## src/rtl/dbs_pkg.sv

```systemverilog
package dbs_pkg;

  // Winning transfer request in the current cycle
  typedef enum logic [1:0] {
    XF_NONE = 2'd0,
    XF_BR   = 2'd1,
    XF_CALL = 2'd2,
    XF_RET  = 2'd3
  } xfer_e;

endpackage

```

## src/rtl/dbs_ret_stack.sv

```systemverilog
module dbs_ret_stack #(
  parameter int DW    = 16,
  parameter int DEPTH = 8
) (
  input  logic          clk,
  input  logic          rst_n,
  input  logic          push_i,
  input  logic [DW-1:0] push_data_i,
  input  logic          pop_i,
  output logic [DW-1:0] top_o,
  output logic          full_o,
  output logic          empty_o
);

  localparam int SP_W  = $clog2(DEPTH + 1);
  localparam int IDX_W = (DEPTH > 1) ? $clog2(DEPTH) : 1;

  logic [DW-1:0]   mem [DEPTH];
  logic [SP_W-1:0] sp_q, sp_d;
  logic [IDX_W-1:0] wr_idx, rd_idx;

  assign full_o  = (sp_q == SP_W'(DEPTH));
  assign empty_o = (sp_q == '0);
  assign wr_idx  = IDX_W'(sp_q);
  assign rd_idx  = IDX_W'(sp_q - SP_W'(1));
  assign top_o   = empty_o ? '0 : mem[rd_idx];

  always_comb begin
    sp_d = sp_q;
    if (push_i)     sp_d = sp_q + SP_W'(1);
    else if (pop_i) sp_d = sp_q - SP_W'(1);
  end

  always_ff @(posedge clk or negedge rst_n) begin
    if (!rst_n) sp_q <= '0;
    else        sp_q <= sp_d;
  end

  always_ff @(posedge clk) begin
    if (push_i) mem[wr_idx] <= push_data_i;
  end

  // the caller must never push onto a full stack
  assert_no_push_full_R8: assert property (@(posedge clk) disable iff (!rst_n)
    push_i |-> !full_o);
  // the caller must never pop an empty stack
  assert_no_pop_empty_R9: assert property (@(posedge clk) disable iff (!rst_n)
    pop_i |-> !empty_o);

endmodule

```

## src/rtl/dbs_slot_ctl.sv

```systemverilog
module dbs_slot_ctl #(
  parameter int AW      = 16,
  parameter int N_SLOTS = 2
) (
  input  logic          clk,
  input  logic          rst_n,
  input  logic          adv_i,
  input  logic          load_i,
  input  logic [AW-1:0] tgt_i,
  output logic          busy_o,
  output logic          last_o,
  output logic [AW-1:0] tgt_o
);

  localparam int CW = 2;

  generate
    if (N_SLOTS == 0) begin : g_none
      assign busy_o = 1'b0;
      assign last_o = 1'b0;
      assign tgt_o  = tgt_i;
    end else begin : g_slots
      logic [CW-1:0] cnt_q, cnt_d;
      logic [AW-1:0] tgt_q, tgt_d;

      assign busy_o = (cnt_q != '0);
      assign last_o = (cnt_q == CW'(1));
      assign tgt_o  = tgt_q;

      always_comb begin
        cnt_d = cnt_q;
        tgt_d = tgt_q;
        if (load_i) begin
          cnt_d = CW'(N_SLOTS);
          tgt_d = tgt_i;
        end else if (adv_i && busy_o) begin
          cnt_d = cnt_q - CW'(1);
        end
      end

      always_ff @(posedge clk or negedge rst_n) begin
        if (!rst_n) begin
          cnt_q <= '0;
          tgt_q <= '0;
        end else begin
          cnt_q <= cnt_d;
          tgt_q <= tgt_d;
        end
      end

      // a new delayed transfer is never armed while slots remain
      assert_load_idle_R7: assert property (@(posedge clk) disable iff (!rst_n)
        load_i |-> !busy_o);
    end
  endgenerate

endmodule

```

## src/rtl/dbs_fetch_seq.sv

```systemverilog
module dbs_fetch_seq #(
  parameter int ADDR_W    = 16,
  parameter int N_SLOTS   = 2,
  parameter int RAS_DEPTH = 8
) (
  input  logic              clk,
  input  logic              rst_n,
  input  logic              stall_i,
  input  logic              br_i,
  input  logic [ADDR_W-1:0] br_tgt_i,
  input  logic              call_i,
  input  logic [ADDR_W-1:0] call_tgt_i,
  input  logic              ret_i,
  input  logic              dly_i,
  output logic [ADDR_W-1:0] fetch_addr_o,
  output logic              fetch_vld_o,
  output logic              xfer_err_o,
  output logic              ras_ovf_o,
  output logic              ras_unf_o
);
  import dbs_pkg::*;

  localparam logic [ADDR_W-1:0] STEP_DLY = ADDR_W'(N_SLOTS + 1);
  localparam logic [ADDR_W-1:0] STEP_ONE = ADDR_W'(1);
  localparam bit HAS_SLOTS = (N_SLOTS > 0);

  logic [1:0]        rst_sync_q;
  logic              run;
  logic              act;
  logic [ADDR_W-1:0] pc_q, pc_d;

  logic              slot_busy, slot_last, slot_load;
  logic [ADDR_W-1:0] slot_tgt;
  logic              ras_full, ras_empty, ras_push, ras_pop;
  logic [ADDR_W-1:0] ras_top, push_val;

  xfer_e             req, win;
  logic              delayed;
  logic [ADDR_W-1:0] xfer_tgt;

  // reset release synchronizer
  always_ff @(posedge clk or negedge rst_n) begin
    if (!rst_n) rst_sync_q <= 2'b00;
    else        rst_sync_q <= {rst_sync_q[0], 1'b1};
  end
  assign run = rst_sync_q[1];
  assign act = run & ~stall_i;

  // request priority: call, then return, then branch
  always_comb begin
    if (call_i)     req = XF_CALL;
    else if (ret_i) req = XF_RET;
    else if (br_i)  req = XF_BR;
    else            req = XF_NONE;
  end

  // acceptance and fault reporting
  always_comb begin
    win        = XF_NONE;
    xfer_err_o = 1'b0;
    ras_ovf_o  = 1'b0;
    ras_unf_o  = 1'b0;
    if (act && req != XF_NONE) begin
      if (slot_busy)                         xfer_err_o = 1'b1;
      else if (req == XF_CALL && ras_full)   ras_ovf_o  = 1'b1;
      else if (req == XF_RET  && ras_empty)  ras_unf_o  = 1'b1;
      else                                   win        = req;
    end
  end

  assign delayed  = HAS_SLOTS && dly_i;
  assign push_val = pc_q + (delayed ? STEP_DLY : STEP_ONE);
  assign ras_push = (win == XF_CALL);
  assign ras_pop  = (win == XF_RET);

  always_comb begin
    unique case (win)
      XF_CALL: xfer_tgt = call_tgt_i;
      XF_RET:  xfer_tgt = ras_top;
      XF_BR:   xfer_tgt = br_tgt_i;
      default: xfer_tgt = '0;
    endcase
  end

  assign slot_load = (win != XF_NONE) && delayed;

  // next fetch address
  always_comb begin
    pc_d = pc_q;
    if (act) begin
      if (slot_busy && slot_last)             pc_d = slot_tgt;
      else if (win != XF_NONE && !delayed)    pc_d = xfer_tgt;
      else                                    pc_d = pc_q + STEP_ONE;
    end
  end

  always_ff @(posedge clk or negedge rst_n) begin
    if (!rst_n) pc_q <= '0;
    else        pc_q <= pc_d;
  end

  assign fetch_addr_o = pc_q;
  assign fetch_vld_o  = act;

  dbs_slot_ctl #(
    .AW      (ADDR_W),
    .N_SLOTS (N_SLOTS)
  ) u_slot (
    .clk    (clk),
    .rst_n  (rst_n),
    .adv_i  (act),
    .load_i (slot_load),
    .tgt_i  (xfer_tgt),
    .busy_o (slot_busy),
    .last_o (slot_last),
    .tgt_o  (slot_tgt)
  );

  dbs_ret_stack #(
    .DW    (ADDR_W),
    .DEPTH (RAS_DEPTH)
  ) u_ras (
    .clk         (clk),
    .rst_n       (rst_n),
    .push_i      (ras_push),
    .push_data_i (push_val),
    .pop_i       (ras_pop),
    .top_o       (ras_top),
    .full_o      (ras_full),
    .empty_o     (ras_empty)
  );

  // a stalled cycle leaves the fetch address untouched
  assert_stall_hold_R10: assert property (@(posedge clk) disable iff (!rst_n)
    stall_i |=> $stable(fetch_addr_o));
  // the last delay slot is followed by the stored target
  assert_slot_redirect_R3: assert property (@(posedge clk) disable iff (!rst_n)
    (act && slot_busy && slot_last) |=> (fetch_addr_o == $past(slot_tgt)));
  // a refused transfer never also reports a stack fault
  assert_err_exclusive_R7: assert property (@(posedge clk) disable iff (!rst_n)
    xfer_err_o |-> !(ras_ovf_o || ras_unf_o));
  // flags are silent while stalled
  assert_stall_quiet_R10: assert property (@(posedge clk) disable iff (!rst_n)
    stall_i |-> !(xfer_err_o || ras_ovf_o || ras_unf_o || fetch_vld_o));

endmodule

```

## config.mk

```make
export PLATFORM = sky130hd
export DESIGN_NAME = dbs_fetch_seq
export DESIGN_NICKNAME = d
export VERILOG_FILES = /design/src/rtl/dbs_pkg.sv /design/src/rtl/dbs_ret_stack.sv /design/src/rtl/dbs_slot_ctl.sv /design/src/rtl/dbs_fetch_seq.sv
export SDC_FILE = /design/constraint.sdc
export NUM_CORES = 1
export LEC_CHECK = 0
export BUFFER_PORTS_ARGS = -buffer_cell sky130_fd_sc_hd__buf_4
export CAP_MARGIN = 30
export CORE_MARGIN = 1.5
export CORE_UTILIZATION = 55
export DETAILED_ROUTE_END_ITERATION = 7
export HOLD_SLACK_MARGIN = 0.03
export PLACE_DENSITY = 0.74
export SYNTH_ARGS = -nofsm -noshare
export SYNTH_HDL_FRONTEND = slang
export SYNTH_HIERARCHICAL = 1
export SYNTH_SLANG_ARGS = --single-unit
```

## constraint.sdc

```tcl
create_clock -name clk -period 4.4 [get_ports clk]
set_clock_uncertainty 0.2 [all_clocks]
set_input_delay 0.66 -clock clk [delete_from_list [all_inputs] [get_ports clk]]
set_output_delay 0.66 -clock clk [all_outputs]
set_load 0.05 [all_outputs]
```

# Word level (Yosys, flattened, before mapping)
# Memories as Yosys holds them, arrays and structs flattened.
# Cells that the tools add are included.
# totals
reg_bits	40
mem_bits_rw	128
inputBits	39
out_inout_bits	20
wordCells	61
n_memories	1
# mem_list
memory	depth	width	rd	rd_ports_with_merged_regs	wr	line	rtl
u_ras.mem	8	16	1	0	1	dbs_ret_stack.sv:18	logic [DW-1:0] mem [DEPTH];
# classes
addsub	5
n_eq_ne	7
mux	27
bitwise_logic	2
reduce_logical	14
# op_table
operator	n
2-to-1 mux 16 bit	3
one-hot mux 16 bit (3 select lines)	1
2-to-1 mux 2 bit	9
adder 16 x 1 -> 16 bit (second input constant)	1
adder 16 x 2 -> 16 bit	1
2-to-1 mux 1 bit	12
nonzero test 2 bit	5
equality test 2 bit (second input constant)	4
2-to-1 mux 4 bit	2
logical AND 1 bit	7
adder 4 x 1 -> 4 bit (second input constant)	1
equality test 2 x 1 -> 1 bit (second input constant)	2
equality test 4 bit (second input constant)	1
zero test 4 bit	1
subtractor 4 x 1 -> 4 bit (second input constant)	1
subtractor 2 x 1 -> 2 bit (second input constant)	1
bitwise AND 1 bit	1
zero test 1 bit	1
NOT 1 bit	1

# Longest topological paths before layout
# Gate-level depths: netlist (run 1).
# logic_depth
depth_word	13
depth_mapped	11
mapped_depth_nobuf	9

# Hierarchy
# Netlist (run 1), hierarchy kept.
# by_module_without_submodules
module	instances	cells_each	area_per_inst_um2	seq_area_each_um2
dbs_ret_stack	1	224	5134.9	3943.8
dbs_fetch_seq	1	240	1891.8	450.4
dbs_slot_ctl	1	48	737.0	450.4

# Worst setup path after synthesis (run 1)
# OpenSTA, ideal clock, no wires.
# synth_path
path_kind	reg2reg
start	reg u_ras.sp_q[0]
end	mem u_ras.mem[5][0], enable pin
setup_time_ps	409
arrival_time_ps	3097
t_required_ps	3791
slack_ps	694
path_stages_with_launch	9
path_buffers	2
period_less_slack_ps	3706
cell_sequence	dfrtp_1 > buf_2 > inv_1 > ha_1 > and3b_1 > nor3_1 > clkbuf_1 > nand2_1 > nor3_1
# synth_between
word_cells_on_any_way	11
classes_between	eq/ne: 2; mux: 6; reduce/logical: 3
# synth_lines
item	line	rtl
start: declaration	dbs_ret_stack.sv:19	logic [SP_W-1:0] sp_q, sp_d;
start signal: assignment	dbs_ret_stack.sv:36	else sp_q <= sp_d;
equality test 4 bit	dbs_ret_stack.sv:22	assign full_o = (sp_q == SP_W'(DEPTH));
named net ras_full	dbs_fetch_seq.sv:34	logic ras_full, ras_empty, ras_push, ras_pop;
logical AND 1 bit	dbs_fetch_seq.sv:65	else if (req == XF_CALL && ras_full) ras_ovf_o = 1'b1;
2-to-1 mux 2 bit	dbs_fetch_seq.sv:65	
2-to-1 mux 2 bit	dbs_fetch_seq.sv:64	if (slot_busy) xfer_err_o = 1'b1;
2-to-1 mux 2 bit	dbs_fetch_seq.sv:63	if (act && req != XF_NONE) begin
equality test 2 bit	dbs_fetch_seq.sv:73	assign ras_push = (win == XF_CALL);
named net ras_push	dbs_fetch_seq.sv:34	
2-to-1 mux 1 bit	dbs_ret_stack.sv:40	if (push_i) mem[wr_idx] <= push_data_i;
2-to-1 mux 1 bit (not written as such)	dbs_ret_stack.sv:40	
end: declaration	dbs_ret_stack.sv:18	
# The timed path passes the listed nets, and every way through them passes these cells.

# Final worst setup path (run 1)
# layout_path
start	reg u_ras.sp_q[1]
end	reg pc_q[11] (netlist: fetch_addr_o[11])
# layout_between
elab_chain_len	10
word_cells_on_any_way	19
classes_between	add/sub: 1; eq/ne: 4; mux: 8; reduce/logical: 5; memory: 1
# layout_rtl
item	line	rtl
zero test 4 bit (*)	dbs_ret_stack.sv:23	assign empty_o = (sp_q == '0);
named net ras_empty	dbs_fetch_seq.sv:34	
logical AND 1 bit	dbs_fetch_seq.sv:66	else if (req == XF_RET && ras_empty) ras_unf_o = 1'b1;
2-to-1 mux 2 bit	dbs_fetch_seq.sv:66	
2-to-1 mux 2 bit	dbs_fetch_seq.sv:65	
2-to-1 mux 2 bit	dbs_fetch_seq.sv:64	
2-to-1 mux 2 bit	dbs_fetch_seq.sv:63	
equality test 2 x 1 -> 1 bit (tied with other cells)	dbs_fetch_seq.sv:77	unique case (win)
one-hot mux 16 bit (3 select lines) or logical AND 1 bit (tied branches)	dbs_fetch_seq.sv:77, dbs_fetch_seq.sv:92	
2-to-1 mux 16 bit (*)	dbs_fetch_seq.sv:92	else if (win != XF_NONE && !delayed) pc_d = xfer_tgt;
2-to-1 mux 16 bit (*)	dbs_fetch_seq.sv:91	if (slot_busy && slot_last) pc_d = slot_tgt;
end signal: assignment	dbs_fetch_seq.sv:99	else pc_q <= pc_d;
end: declaration	dbs_fetch_seq.sv:30	logic [ADDR_W-1:0] pc_q, pc_d;
# The timed path passes the listed nets; every way through them passes the cells marked *.
# A chain may end at the register's enable or synchronous reset.

==> flow_metrics.py, run 1 <==
metrics = {
    "sta": {
        "worstMarginPinSlew_ns": 1.04,
        "final_hold_viol_count": 0,
        "timing.final.crit_share_pct": 79.5,
        "setup_total_negative_slack_ns": 0,
        "max_clock_freq_mhz": 286,
        "layout_min_cycle_time_ns": 3.50,
        "worst_relative_slew_slack_pct": 30.1,
        "unrepaired_setup_endpoints_after_global_routing": "false",
        "final-max-slew-violation-count": 0,
        "setup_viol_count_final": 0,
    },
    "setup_path": {
        "reg2reg_setup_slack_ns": 0.90,
        "cp_max_fo": 12,
        "critical_path.startpoint_type": "flip-flop",
        "path_cells": "inv_1 -> ha_1 -> nor3b_1 -> nand3b_1 -> a41o_1 -> nor2_1 -> nand2_1 -> o311ai_0",
        "timing.critical_path.slowest_stage_cell": "sky130_fd_sc_hd__nor3b_1",
        "regToRegEndpoint": "fetch_addr_o[11]$_DFFE_PN0P_",
        "timing.critical_path.required_ns": 4.50,
        "cp-end-kind": "flip-flop",
        "ff2ff_path_depth": 8,
        "timing_worst_setup_path_type": "flip-flop to flip-flop",
        "cpPeakStageDelay_ns": 0.56,
        "worst-endpoint-arrival_ns": 3.60,
        "timing.rr.start": "u_ras/sp_q[1]$_DFFE_PN0P_",
    },
    "global_route": {
        "first_global_vias": 4928,
        "wire_length_of_the_first_global_routing_pass_mm": 28.2,
        "grt.overflow.total": 0,
        "grt.total_usage_pct": 26.5,
        "antenna_violations_before_repair": 0,
        "largest_net_degree_at_the_start_of_global_routing": 41,
    },
    "yosys": {
        "yosys.area.top_type_share_pct": 49.5,
        "synth_ff_type": "sky130_fd_sc_hd__edfxtp_1",
        "ys_warn_count": 6,
        "synth.distinct_cells": 64,
        "ys_seq_area_share_pct": 62.4,
        "synth_async_sr_flop_share_pct": 23.8,
        "synth_enable_flop_cells": 128,
        "post_syn_nets": 558,
        "yosys_register_bits": 168,
        "yosys-top-cells-area": "sky130_fd_sc_hd__edfxtp_1 (50%), sky130_fd_sc_hd__dfrtp_1 (13%), sky130_fd_sc_hd__mux4_2 (5.5%)",
        "synth.cell_area_um2": 7760,
        "syn_inst": 512,
        "avgSynthCellArea_um2": 15.2,
        "synth_largest_area_cell": "sky130_fd_sc_hd__edfxtp_1",
    },
    "route": {
        "detailed_router_s_first_iteration_violation_count": 695,
        "postRouteWirelength_mm": 18.3,
        "via_count": 4967,
        "remaining_drc_errors": 0,
        "route.antenna.remaining_nets": 0,
        "drt_pre_antenna_iters": 5,
        "wl_per_cell_um": 23.9,
        "avg_vias_per_cell": 6.47,
    },
    "floorplanning": {
        "placementRows": 43,
        "initial_utilization_pct": 56.1,
        "pin_count": 59,
        "core_area_um2": 13800,
        "die_h_um": 122,
        "die_area_um2": 14800,
        "die_w_um": 122,
    },
    "layout": {
        "layout-drive-gt1-share_pct": 25.9,
        "layout_commonest_cell": "sky130_fd_sc_hd__edfxtp_1",
        "finalNetCount": 622,
        "number_of_antenna_cells_inserted": 0,
        "mostFrequentLayoutCells": "sky130_fd_sc_hd__edfxtp_1 (128), sky130_fd_sc_hd__buf_4 (74), sky130_fd_sc_hd__dfrtp_1 (39)",
        "layout.cells.non_filler": 768,
        "finalInstanceArea_um2": 8960,
        "fillCellCount": 956,
        "area.growth.synth_to_final_pct": 15.4,
    },
    "placed_design": {
        "gpl.final_weighted_congestion": 0.959,
        "numPortBuffers": 58,
        "place.detailed.instances": 736,
        "dpl_cell_area_um2": 8380,
        "post-dp-hpwl_mm": 12.2,
    },
    "job": {
        "max_cap_violations": 0,
    },
    "worst_hold_path": {
        "hold_path_startpoint": "rst_sync_q[0]$_DFF_PN0_",
        "hold_path.class": "flip-flop to flip-flop",
        "worst_hold_path.num_cells": 0,
        "hold_path_end": "rst_sync_q[1]$_DFF_PN0_",
    },
    "cts": {
        "clock_latency_on_the_worst_skew_pair_ns": 0.42,
        "tritoncts": "built",
        "post-cts-setup-buffer-count": 0,
        "clock-root-buffer": "sky130_fd_sc_hd__clkbuf_16",
        "numClockSinks": 168,
        "clock_tree.buffer_depth": 2,
        "cts_made_buffers": 17,
        "clk_pin_slew_worst_paths_ns": 0.07,
        "cts_max_level": 4,
    },
    "pwr": {
        "seq_power_share_pct": 38.3,
        "power_density_nw_per_um2": 638,
        "sw_frac_of_total_pct": 35.5,
        "clock_power_share_pct": 25.3,
        "power.leakage_nw": 3.36,
        "cellInternalPower_w": 0.00369,
        "comb_power_share_pct": 36.5,
        "worst_ir_drop_vdd_uv": 360,
        "post_layout_total_power_w": 0.00572,
        "total_switching_power_w": 0.00203,
    },
    "outcome": {
        "result_of_the_run": "finished clean",
    },
}
Yosys cell counts (2+ instances only):
cell	n
sky130_fd_sc_hd__nor4_1	2
sky130_fd_sc_hd__or3_1	2
sky130_fd_sc_hd__a21oi_1	11
sky130_fd_sc_hd__clkbuf_1	13
sky130_fd_sc_hd__xnor2_1	13
sky130_fd_sc_hd__o311ai_0	2
sky130_fd_sc_hd__nand4_1	4
sky130_fd_sc_hd__a221o_1	6
sky130_fd_sc_hd__a31oi_1	3
sky130_fd_sc_hd__o32ai_1	3
sky130_fd_sc_hd__and2_1	2
sky130_fd_sc_hd__mux2_2	18
sky130_fd_sc_hd__xor2_1	8
sky130_fd_sc_hd__buf_4	2
sky130_fd_sc_hd__buf_6	5
sky130_fd_sc_hd__buf_2	9
sky130_fd_sc_hd__o21ai_0	8
sky130_fd_sc_hd__or2_2	2
sky130_fd_sc_hd__mux4_1	13
sky130_fd_sc_hd__nand2b_1	2
sky130_fd_sc_hd__ha_1	6
sky130_fd_sc_hd__a22o_1	19
sky130_fd_sc_hd__nand3_1	9
sky130_fd_sc_hd__nor3b_1	3
sky130_fd_sc_hd__dfrtp_1	40
sky130_fd_sc_hd__mux4_2	19
sky130_fd_sc_hd__nor2b_1	6
sky130_fd_sc_hd__a32o_1	5
sky130_fd_sc_hd__nand2_1	34
sky130_fd_sc_hd__a221oi_1	2
sky130_fd_sc_hd__and4_1	2
sky130_fd_sc_hd__inv_1	12
sky130_fd_sc_hd__o211a_1	2
sky130_fd_sc_hd__nor2_1	33
sky130_fd_sc_hd__edfxtp_1	128
sky130_fd_sc_hd__nor3_1	10
sky130_fd_sc_hd__and3_1	5
sky130_fd_sc_hd__nor4bb_1	2
sky130_fd_sc_hd__nand3b_1	2
sky130_fd_sc_hd__o2bb2ai_1	7
sky130_fd_sc_hd__a22oi_1	15
metrics by stage:
stage / setup WS (ns) / hold WS, ns / utilization, %
after global placement: 1.14 / 0.132 / 60.6
after detailed placement: 1.06 / 0.141 / 60.6
after floorplan: 0.694 / 0.131 / -
final: 0.903 / 0.156 / 64.8
after global routing: 0.614 / 0.163 / 64.8
after CTS: 0.947 / 0.157 / 64.8
logic make-up after synthesis:
| kind of cell | synth area share [%] |
|---|---|
| xor gates and xnor gates | 2.37 |
| muxes | 12.7 |
| buffers and inverters | 2.97 |
| other | 0.0483 |
| and+or+nand+nor | 8.36 |
| adders and majority gates | 1.22 |
| AOI/OAI and AO/OA | 9.98 |
| DFF | 62.4 |
final cells by class:
type / instances / area [µm²] / area share [%]
clock inverter: 13 / 144 / 1.61
multi-input combinational: 302 / 2700 / 30.2
clock buffer: 18 / 429 / 4.79
timing repair buffer: 75 / 566 / 6.31
inverter: 12 / 45.0 / 0.503
sequential: 168 / 4850 / 54.1
tap: 180 / 225 / 2.51
state kept, by name (all words and copies together), names as in the netlist:
signal and cells:
u_ras/mem 128, fetch_addr_o 16, u_slot/tgt_o 16, u_ras/sp_q 4, rst_sync_q 2, u_slot/g_slots.cnt_q 2
power by group through the flow:
stage               sequential [W]  clock [W]  combinational, W
finish                     0.00219    0.00144           0.00209
global route               0.00220    0.00154           0.00225
CTS                        0.00218    0.00147           0.00207
detailed placement         0.00221          0           0.00205
global placement           0.00220          0           0.00202
floorplan                  0.00233          0           0.00137
layer usage:
| layer | vias to the layer above | track usage (%) | routed length (µm) | part of all wire [%] |
|---|---|---|---|---|
| met5 | - | 0 | 0 | 0 |
| met3 | 46 | 6.37 | 1240 | 6.8 |
| met1 | 2497 | 35.4 | 7490 | 41 |
| met4 | 0 | 11.8 | 600 | 3.3 |
| met2 | 258 | 41.5 | 9010 | 49 |
| li1 | 2166 | - | - | - |
worst max path at each step:
stage	cells after the start	slack [ns]	startpoint	endpoint
after floorplan	8	0.69	u_ras/sp_q[0]$_DFFE_PN0P_	u_ras/mem[5][0]$_DFFE_PP_
after global placement	6	1.14	stall_i	u_ras/mem[5][13]$_DFFE_PP_
after detailed placement	8	1.06	u_ras/sp_q[1]$_DFFE_PN0P_	fetch_addr_o[11]$_DFFE_PN0P_
after CTS	8	0.95	u_ras/sp_q[1]$_DFFE_PN0P_	fetch_addr_o[11]$_DFFE_PN0P_
after global routing	8	0.61	u_ras/sp_q[1]$_DFFE_PN0P_	fetch_addr_o[11]$_DFFE_PN0P_
final	8	0.90	u_ras/sp_q[1]$_DFFE_PN0P_	fetch_addr_o[11]$_DFFE_PN0P_
worst max-delay path: cells and delay by family, from the launching register on:
family,cells,cell delay [ns]
adders and majority gates,1,0.27
DFF,1,0.44
and+or+nand+nor,4,1.52
AOI/OAI and AO/OA,2,0.85
buffers and inverters,1,0.10
what timing repair did:
| action | in CTS | in global routing |
|---|---|---|
| hold buffers | 1 | 0 |
| resized for setup | 0 | 0 |
| hold endpoints to repair | 5 | 0 |
Note: power is estimated with default switching activity, not from simulation.
==> run 2, diff against run 1 <==
Settings changed: ABC_AREA set to 1, PLACE_DENSITY 0.74 to 0.73.
Clock period 4.4 ns to 3.6 ns, I/O delays scaled along.
==> flow_metrics.py, run 2 <==
metrics = {
    "outcome": {
        "result_of_the_run": "finished clean",
    },
    "setup_path": {
        "cpPeakStageDelay_ns": 0.48,
        "cp-end-kind": "flip-flop",
        "timing_worst_setup_path_type": "flip-flop to flip-flop",
        "timing.critical_path.required_ns": 3.54,
        "cp_max_fo": 13,
        "most_frequent_cell_on_critical_path": "sky130_fd_sc_hd__inv_1",
        "path_cells": "inv_1 -> ha_1 -> nand3_1 -> inv_1 -> nand3_2 -> nand2_2 -> nor3_1 -> nand2_1 -> inv_1 -> nand2_1 -> nor3_2 -> buf_12",
        "worst-endpoint-arrival_ns": 3.02,
        "timing.critical_path.slowest_stage_cell": "sky130_fd_sc_hd__dfrtp_1",
        "critical_path.startpoint_type": "flip-flop",
    },
    "layout": {
        "area.growth.synth_to_final_pct": 12.5,
        "finalInstanceArea_um2": 10200,
        "fillCellCount": 1334,
        "regMostFlops": "u_ras/mem",
        "multi_input_area_um2": 3170,
        "layout.cells.non_filler": 1340,
        "finalNetCount": 1157,
        "number_of_antenna_cells_inserted": 0,
        "layout.area.seq_um2": 4850,
        "mostFrequentLayoutCells": "sky130_fd_sc_hd__nand2_1 (305), sky130_fd_sc_hd__inv_1 (183), sky130_fd_sc_hd__nand3_1 (150)",
        "layout_commonest_cell": "sky130_fd_sc_hd__nand2_1",
        "layout-drive-gt1-share_pct": 12.6,
        "largest_reg_flops": 128,
    },
    "cts": {
        "clock-root-buffer": "sky130_fd_sc_hd__clkbuf_16",
        "cts_repair_resize_count": 0,
        "post_cts_hold_buffer_count": 1,
        "cts_made_buffers": 17,
        "clk_pin_slew_worst_paths_ns": 0.07,
        "numClockSinks": 168,
        "cts_max_level": 4,
        "clock_tree.buffer_depth": 2,
        "clock_latency_on_the_worst_skew_pair_ns": 0.44,
        "tritoncts": "built",
        "post-cts-setup-buffer-count": 0,
    },
    "yosys": {
        "yosysMostFrequentCell": "sky130_fd_sc_hd__nand2_1",
        "yosys-top-cells-area": "sky130_fd_sc_hd__edfxtp_1 (42%), sky130_fd_sc_hd__nand2_1 (13%), sky130_fd_sc_hd__dfrtp_1 (11%)",
        "synth_async_sr_flop_share_pct": 23.8,
        "syn_inst": 1066,
        "synth_ff_type": "sky130_fd_sc_hd__edfxtp_1",
        "yosys_register_bits": 168,
        "ys_warn_count": 6,
        "synth.cell_area_um2": 9050,
        "synth_enable_flop_cells": 128,
        "post_syn_nets": 1112,
        "synth_largest_area_cell": "sky130_fd_sc_hd__edfxtp_1",
        "ys_seq_area_share_pct": 53.5,
        "avgSynthCellArea_um2": 8.49,
        "synth.distinct_cells": 39,
        "synth_commonest_cells": "sky130_fd_sc_hd__nand2_1 (305), sky130_fd_sc_hd__inv_1 (183), sky130_fd_sc_hd__nand3_1 (150)",
        "yosys.area.top_type_share_pct": 42.5,
    },
    "sta": {
        "unrepaired_setup_endpoints_after_global_routing": "false",
        "worstMarginPinSlew_ns": 0.995,
        "crit_path_setup_slack_layout_ns": 0.521,
        "worst_relative_slew_slack_pct": 33.6,
        "final_hold_viol_count": 0,
        "final-max-slew-violation-count": 0,
        "timing.final.crit_share_pct": 85.5,
        "layout_min_cycle_time_ns": 3.08,
        "max_clock_freq_mhz": 325,
        "setup_viol_count_final": 0,
        "final.hold.worst_slack_ns": 0.167,
        "setup_total_negative_slack_ns": 0,
    },
    "pwr": {
        "power.leakage_nw": 4.87,
        "worst_ir_drop_vdd_uv": 741,
        "power_density_nw_per_um2": 831,
    },
    "route": {
        "avg_vias_per_cell": 5.32,
        "drt_pre_antenna_iters": 5,
        "detailed_router_s_first_iteration_violation_count": 790,
        "route.antenna.remaining_nets": 0,
        "via_count": 7127,
        "wl_per_cell_um": 15.9,
        "remaining_drc_errors": 0,
        "postRouteWirelength_mm": 21.4,
    },
    "placed_design": {
        "post-dp-hpwl_mm": 13.4,
        "numPortBuffers": 58,
        "place.detailed.instances": 1307,
        "dpl_cell_area_um2": 9580,
        "gpl.final_weighted_congestion": 0.884,
        "dp_slack_ns": 0.574,
    },
    "floorplanning": {
        "initial_utilization_pct": 56.5,
        "core_area_um2": 16000,
        "pin_count": 59,
        "placementRows": 46,
        "die_area_um2": 17200,
        "die_w_um": 131,
        "die_h_um": 131,
    },
    "global_route": {
        "grt.overflow.total": 0,
        "largest_net_degree_at_the_start_of_global_routing": 68,
        "wire_length_of_the_first_global_routing_pass_mm": 34.5,
        "first_global_vias": 6769,
        "antenna_violations_before_repair": 0,
        "grt.total_usage_pct": 25.7,
    },
    "worst_hold_path": {
        "hold_path.class": "flip-flop to flip-flop",
    },
    "job": {
        "max_cap_violations": 0,
    },
}
==> run 2: cell count changes in the layout (fill, tap and decap cells not counted), moves of 18 or more <==
cell,delta
sky130_fd_sc_hd__mux4_2,-19
sky130_fd_sc_hd__nand3_1,+141
sky130_fd_sc_hd__nand4_1,+29
sky130_fd_sc_hd__a22o_1,-19
sky130_fd_sc_hd__nor2_1,+45
sky130_fd_sc_hd__mux2_2,-18
sky130_fd_sc_hd__nand2_1,+271
sky130_fd_sc_hd__inv_1,+171
==> run 2: layout make-up <==
cell class	instances	area share [%]
clock buffer	17	4.18
clock inverter	15	1.65
inverter	188	7.06
multi-input combinational	660	31.1
sequential	168	47.6
tap	216	2.65
timing repair buffer	76	5.75
==> run 2: final timing paths <==
| check | from | end | slack [ns] | depth (start not counted) |
|---|---|---|---|---|
| worst max-delay path | u_ras/sp_q[1]$_DFFE_PN0P_ | u_ras/mem[1][8]$_DFFE_PP_ | 0.52 | 12 |
| worst min-delay path | rst_sync_q[0]$_DFF_PN0_ | rst_sync_q[1]$_DFF_PN0_ | 0.17 | 0 |
| worst max register to register | u_ras/sp_q[1]$_DFFE_PN0P_ | u_ras/mem[1][8]$_DFFE_PP_ | 0.52 | 12 |
| worst min register to register | rst_sync_q[0]$_DFF_PN0_ | rst_sync_q[1]$_DFF_PN0_ | 0.17 | 0 |
| max in group asynchronous | rst_n | u_ras/sp_q[0]$_DFFE_PN0P_ | 2.38 | 2 |
| min in group asynchronous | rst_n | u_slot/tgt_o[1]$_DFFE_PN0P_ | 0.42 | 2 |
==> run 2: worst max-delay path: cells and delay by family (launching register included) <==
family / cells / cell delay, ns
buffers and inverters: 4 / 0.56
flip-flops: 1 / 0.48
AND/OR/NAND/NOR: 7 / 1.29
adder cells (fa/ha/maj): 1 / 0.25
==> run 2: power breakdown <==
| part | leakage (nW) | internal [W] | total [W] | switching, W |
|---|---|---|---|---|
| clock | 0.289 | 0.00104 | 0.00184 | 0.000800 |
| combinational | 2.94 | 0.00110 | 0.00380 | 0.00271 |
| sequential | 1.64 | 0.00255 | 0.00282 | 0.000275 |
| total | 4.87 | 0.00468 | 0.00846 | 0.00378 |
==> run 2: cell families after synthesis <==
family                   count (synthesis)  share of synthesized area (%)
AO/OA/AOI/OAI                           38                           2.89
XOR/XNOR                                26                           2.60
adder cells (fa/ha/maj)                  7                           1.05
buffers and inverters                  238                           11.6
flip-flops                             168                           53.5
other                                    1                         0.0414
AND/OR/NAND/NOR                        588                           28.3
==> run 2: through the flow <==
stage | total power (W) | utilization [%]
after CTS | 0.00847 | 63.6
after global placement | 0.00655 | 59.9
after floorplan | 0.00559 | -
after detailed placement | 0.00662 | 59.9
final | 0.00846 | 63.6
after global routing | 0.00898 | 63.6
==> run 2: per-layer routing <==
layer	track usage [%]	wire length (µm)
met5	0	0
met3	4.32	1500
met2	41.5	10200
met1	35.2	9150
met4	9.75	536
==> run 3, diff against run 2 <==
Settings changed: REMOVE_ABC_BUFFERS set to 1.
==> flow_metrics.py, run 3 (synthesized netlist as in run 2, its figures left out) <==
metrics = {
    "layout": {
        "layout-drive-gt1-share_pct": 12.6,
        "finalInstanceArea_um2": 10200,
        "area.growth.synth_to_final_pct": 12.7,
        "postLayoutCoreUtil_pct": 63.7,
        "number_of_antenna_cells_inserted": 0,
        "largest_reg_flops": 128,
        "layout_commonest_cell": "sky130_fd_sc_hd__nand2_1",
        "finalNetCount": 1159,
        "regMostFlops": "u_ras/mem",
        "mostFrequentLayoutCells": "sky130_fd_sc_hd__nand2_1 (305), sky130_fd_sc_hd__inv_1 (183), sky130_fd_sc_hd__nand3_1 (150)",
    },
    "global_route": {
        "antenna_violations_before_repair": 0,
        "largest_net_degree_at_the_start_of_global_routing": 68,
        "grt.total_usage_pct": 26.3,
        "grt.overflow.total": 0,
        "wire_length_of_the_first_global_routing_pass_mm": 35.4,
        "first_global_vias": 6829,
    },
    "sta": {
        "final_hold_viol_count": 0,
        "worstMarginPinSlew_ns": 0.973,
        "setup_viol_count_final": 0,
        "unrepaired_setup_endpoints_after_global_routing": "false",
        "layout_min_cycle_time_ns": 3.13,
        "timing.final.crit_share_pct": 87.0,
        "final-max-slew-violation-count": 0,
        "setup_total_negative_slack_ns": 0,
        "final.hold.worst_slack_ns": 0.155,
        "worst_relative_slew_slack_pct": 35.1,
        "max_clock_freq_mhz": 319,
    },
    "cts": {
        "clock-root-buffer": "sky130_fd_sc_hd__clkbuf_16",
        "cts_made_buffers": 17,
        "clock_tree.buffer_depth": 2,
        "clock_latency_on_the_worst_skew_pair_ns": 0.43,
        "tritoncts": "built",
        "clk_pin_slew_worst_paths_ns": 0.07,
        "cts_repair_resize_count": 0,
        "numClockSinks": 168,
        "cts_max_level": 4,
    },
    "setup_path": {
        "cp-end-kind": "flip-flop",
        "critical_path.startpoint_type": "flip-flop",
        "timing_worst_setup_path_type": "flip-flop to flip-flop",
        "timing.critical_path.required_ns": 3.54,
        "worst-endpoint-arrival_ns": 3.07,
        "cp_max_fo": 13,
    },
    "pwr": {
        "power_density_nw_per_um2": 836,
        "power.leakage_nw": 4.88,
        "post_layout_total_power_w": 0.00852,
        "worst_ir_drop_vdd_uv": 1190,
    },
    "floorplanning": {
        "core_area_um2": 16000,
        "placementRows": 46,
        "pin_count": 59,
        "die_w_um": 131,
        "die_area_um2": 17200,
        "die_h_um": 131,
        "initial_utilization_pct": 56.5,
    },
    "job": {
        "max_cap_violations": 0,
    },
    "placed_design": {
        "post-dp-hpwl_mm": 14.3,
        "dpl_cell_area_um2": 9590,
        "numPortBuffers": 58,
        "gpl.final_weighted_congestion": 0.871,
    },
    "route": {
        "remaining_drc_errors": 0,
        "route.antenna.remaining_nets": 0,
        "avg_vias_per_cell": 5.35,
        "wl_per_cell_um": 16.5,
        "drt_pre_antenna_iters": 5,
        "detailed_router_s_first_iteration_violation_count": 788,
        "postRouteWirelength_mm": 22.2,
        "via_count": 7178,
    },
    "worst_hold_path": {
        "hold_path.class": "flip-flop to flip-flop",
    },
    "outcome": {
        "result_of_the_run": "finished clean",
    },
}
-- run 3: changes by cell type in the layout (fill, tap and decap cells not counted), sizes merged --
cell and change:
buf +2, clkbuf +1, clkinv -2, clkinvlp -1
inv +2
-- run 3: final timing paths --
path                                                       endpoint  cells after the start                 startpoint  slack, ns
worst max-delay path                     u_ras/mem[1][11]$_DFFE_PP_                     12  u_ras/sp_q[1]$_DFFE_PN0P_       0.47
worst min-delay path                        rst_sync_q[1]$_DFF_PN0_                      0    rst_sync_q[0]$_DFF_PN0_       0.16
worst max register to register           u_ras/mem[1][11]$_DFFE_PP_                     12  u_ras/sp_q[1]$_DFFE_PN0P_       0.47
worst min register to register              rst_sync_q[1]$_DFF_PN0_                      0    rst_sync_q[0]$_DFF_PN0_       0.16
max in group asynchronous                 u_ras/sp_q[0]$_DFFE_PN0P_                      2                      rst_n       2.38
min in group asynchronous       u_slot/g_slots.cnt_q[0]$_DFFE_PN0P_                      2                      rst_n       0.43
-- run 3: timing repair --
action / in CTS / in global routing
buffers inserted: 0 / 0
hold buffers: 1 / 0
endpoints found under the hold margin: 40 / 0
-- run 3: metrics by stage --
step	worst slack [ns]	std cells
floorplan	-1.89	1016
finish	0.469	1342
detailed placement	0.575	1309
global route	0.277	1342
global placement	0.648	1309
CTS	0.561	1342
-- run 3: area by class of cell --
| cell class | instances | area, µm² |
|---|---|---|
| repair buffers | 78 | 601 |
| multi-input cells | 660 | 3170 |
| clock inverters | 14 | 163 |
| fillers | 1357 | 5810 |
| flip-flops and latches | 168 | 4850 |
| well taps | 216 | 270 |
| clock buffers | 18 | 429 |
| inverters | 188 | 718 |
-- run 3: report_power, final --
part | internal [W] | switching (W) | total [W]
registers | 0.00255 | 0.000275 | 0.00282
logic | 0.00110 | 0.00276 | 0.00386
clock network | 0.00104 | 0.000799 | 0.00184
total | 0.00469 | 0.00384 | 0.00852
-- run 3: worst max-delay path, cell delays in order (launching register included) --
cell                      delay, ns
sky130_fd_sc_hd__dfrtp_1       0.49
sky130_fd_sc_hd__inv_1         0.12
sky130_fd_sc_hd__ha_1          0.25
sky130_fd_sc_hd__nand3_1       0.13
sky130_fd_sc_hd__inv_1         0.08
sky130_fd_sc_hd__nand3_2       0.09
sky130_fd_sc_hd__nand2_2       0.08
sky130_fd_sc_hd__nor3_1        0.33
sky130_fd_sc_hd__nand2_1       0.09
sky130_fd_sc_hd__inv_1         0.17
sky130_fd_sc_hd__nand2_1       0.15
sky130_fd_sc_hd__nor3_2        0.45
sky130_fd_sc_hd__buf_12        0.22
-- run 3: routing by layer --
metal	vias to the layer above	global-route usage [%]	wire, µm	part of all wire, %
met2	249	44.5	11000	50
met1	3404	35.1	9460	43
li1	3491	-	-	-
met3	34	3.90	1310	5.9
met5	-	0	0	0
met4	0	8.77	404	1.8
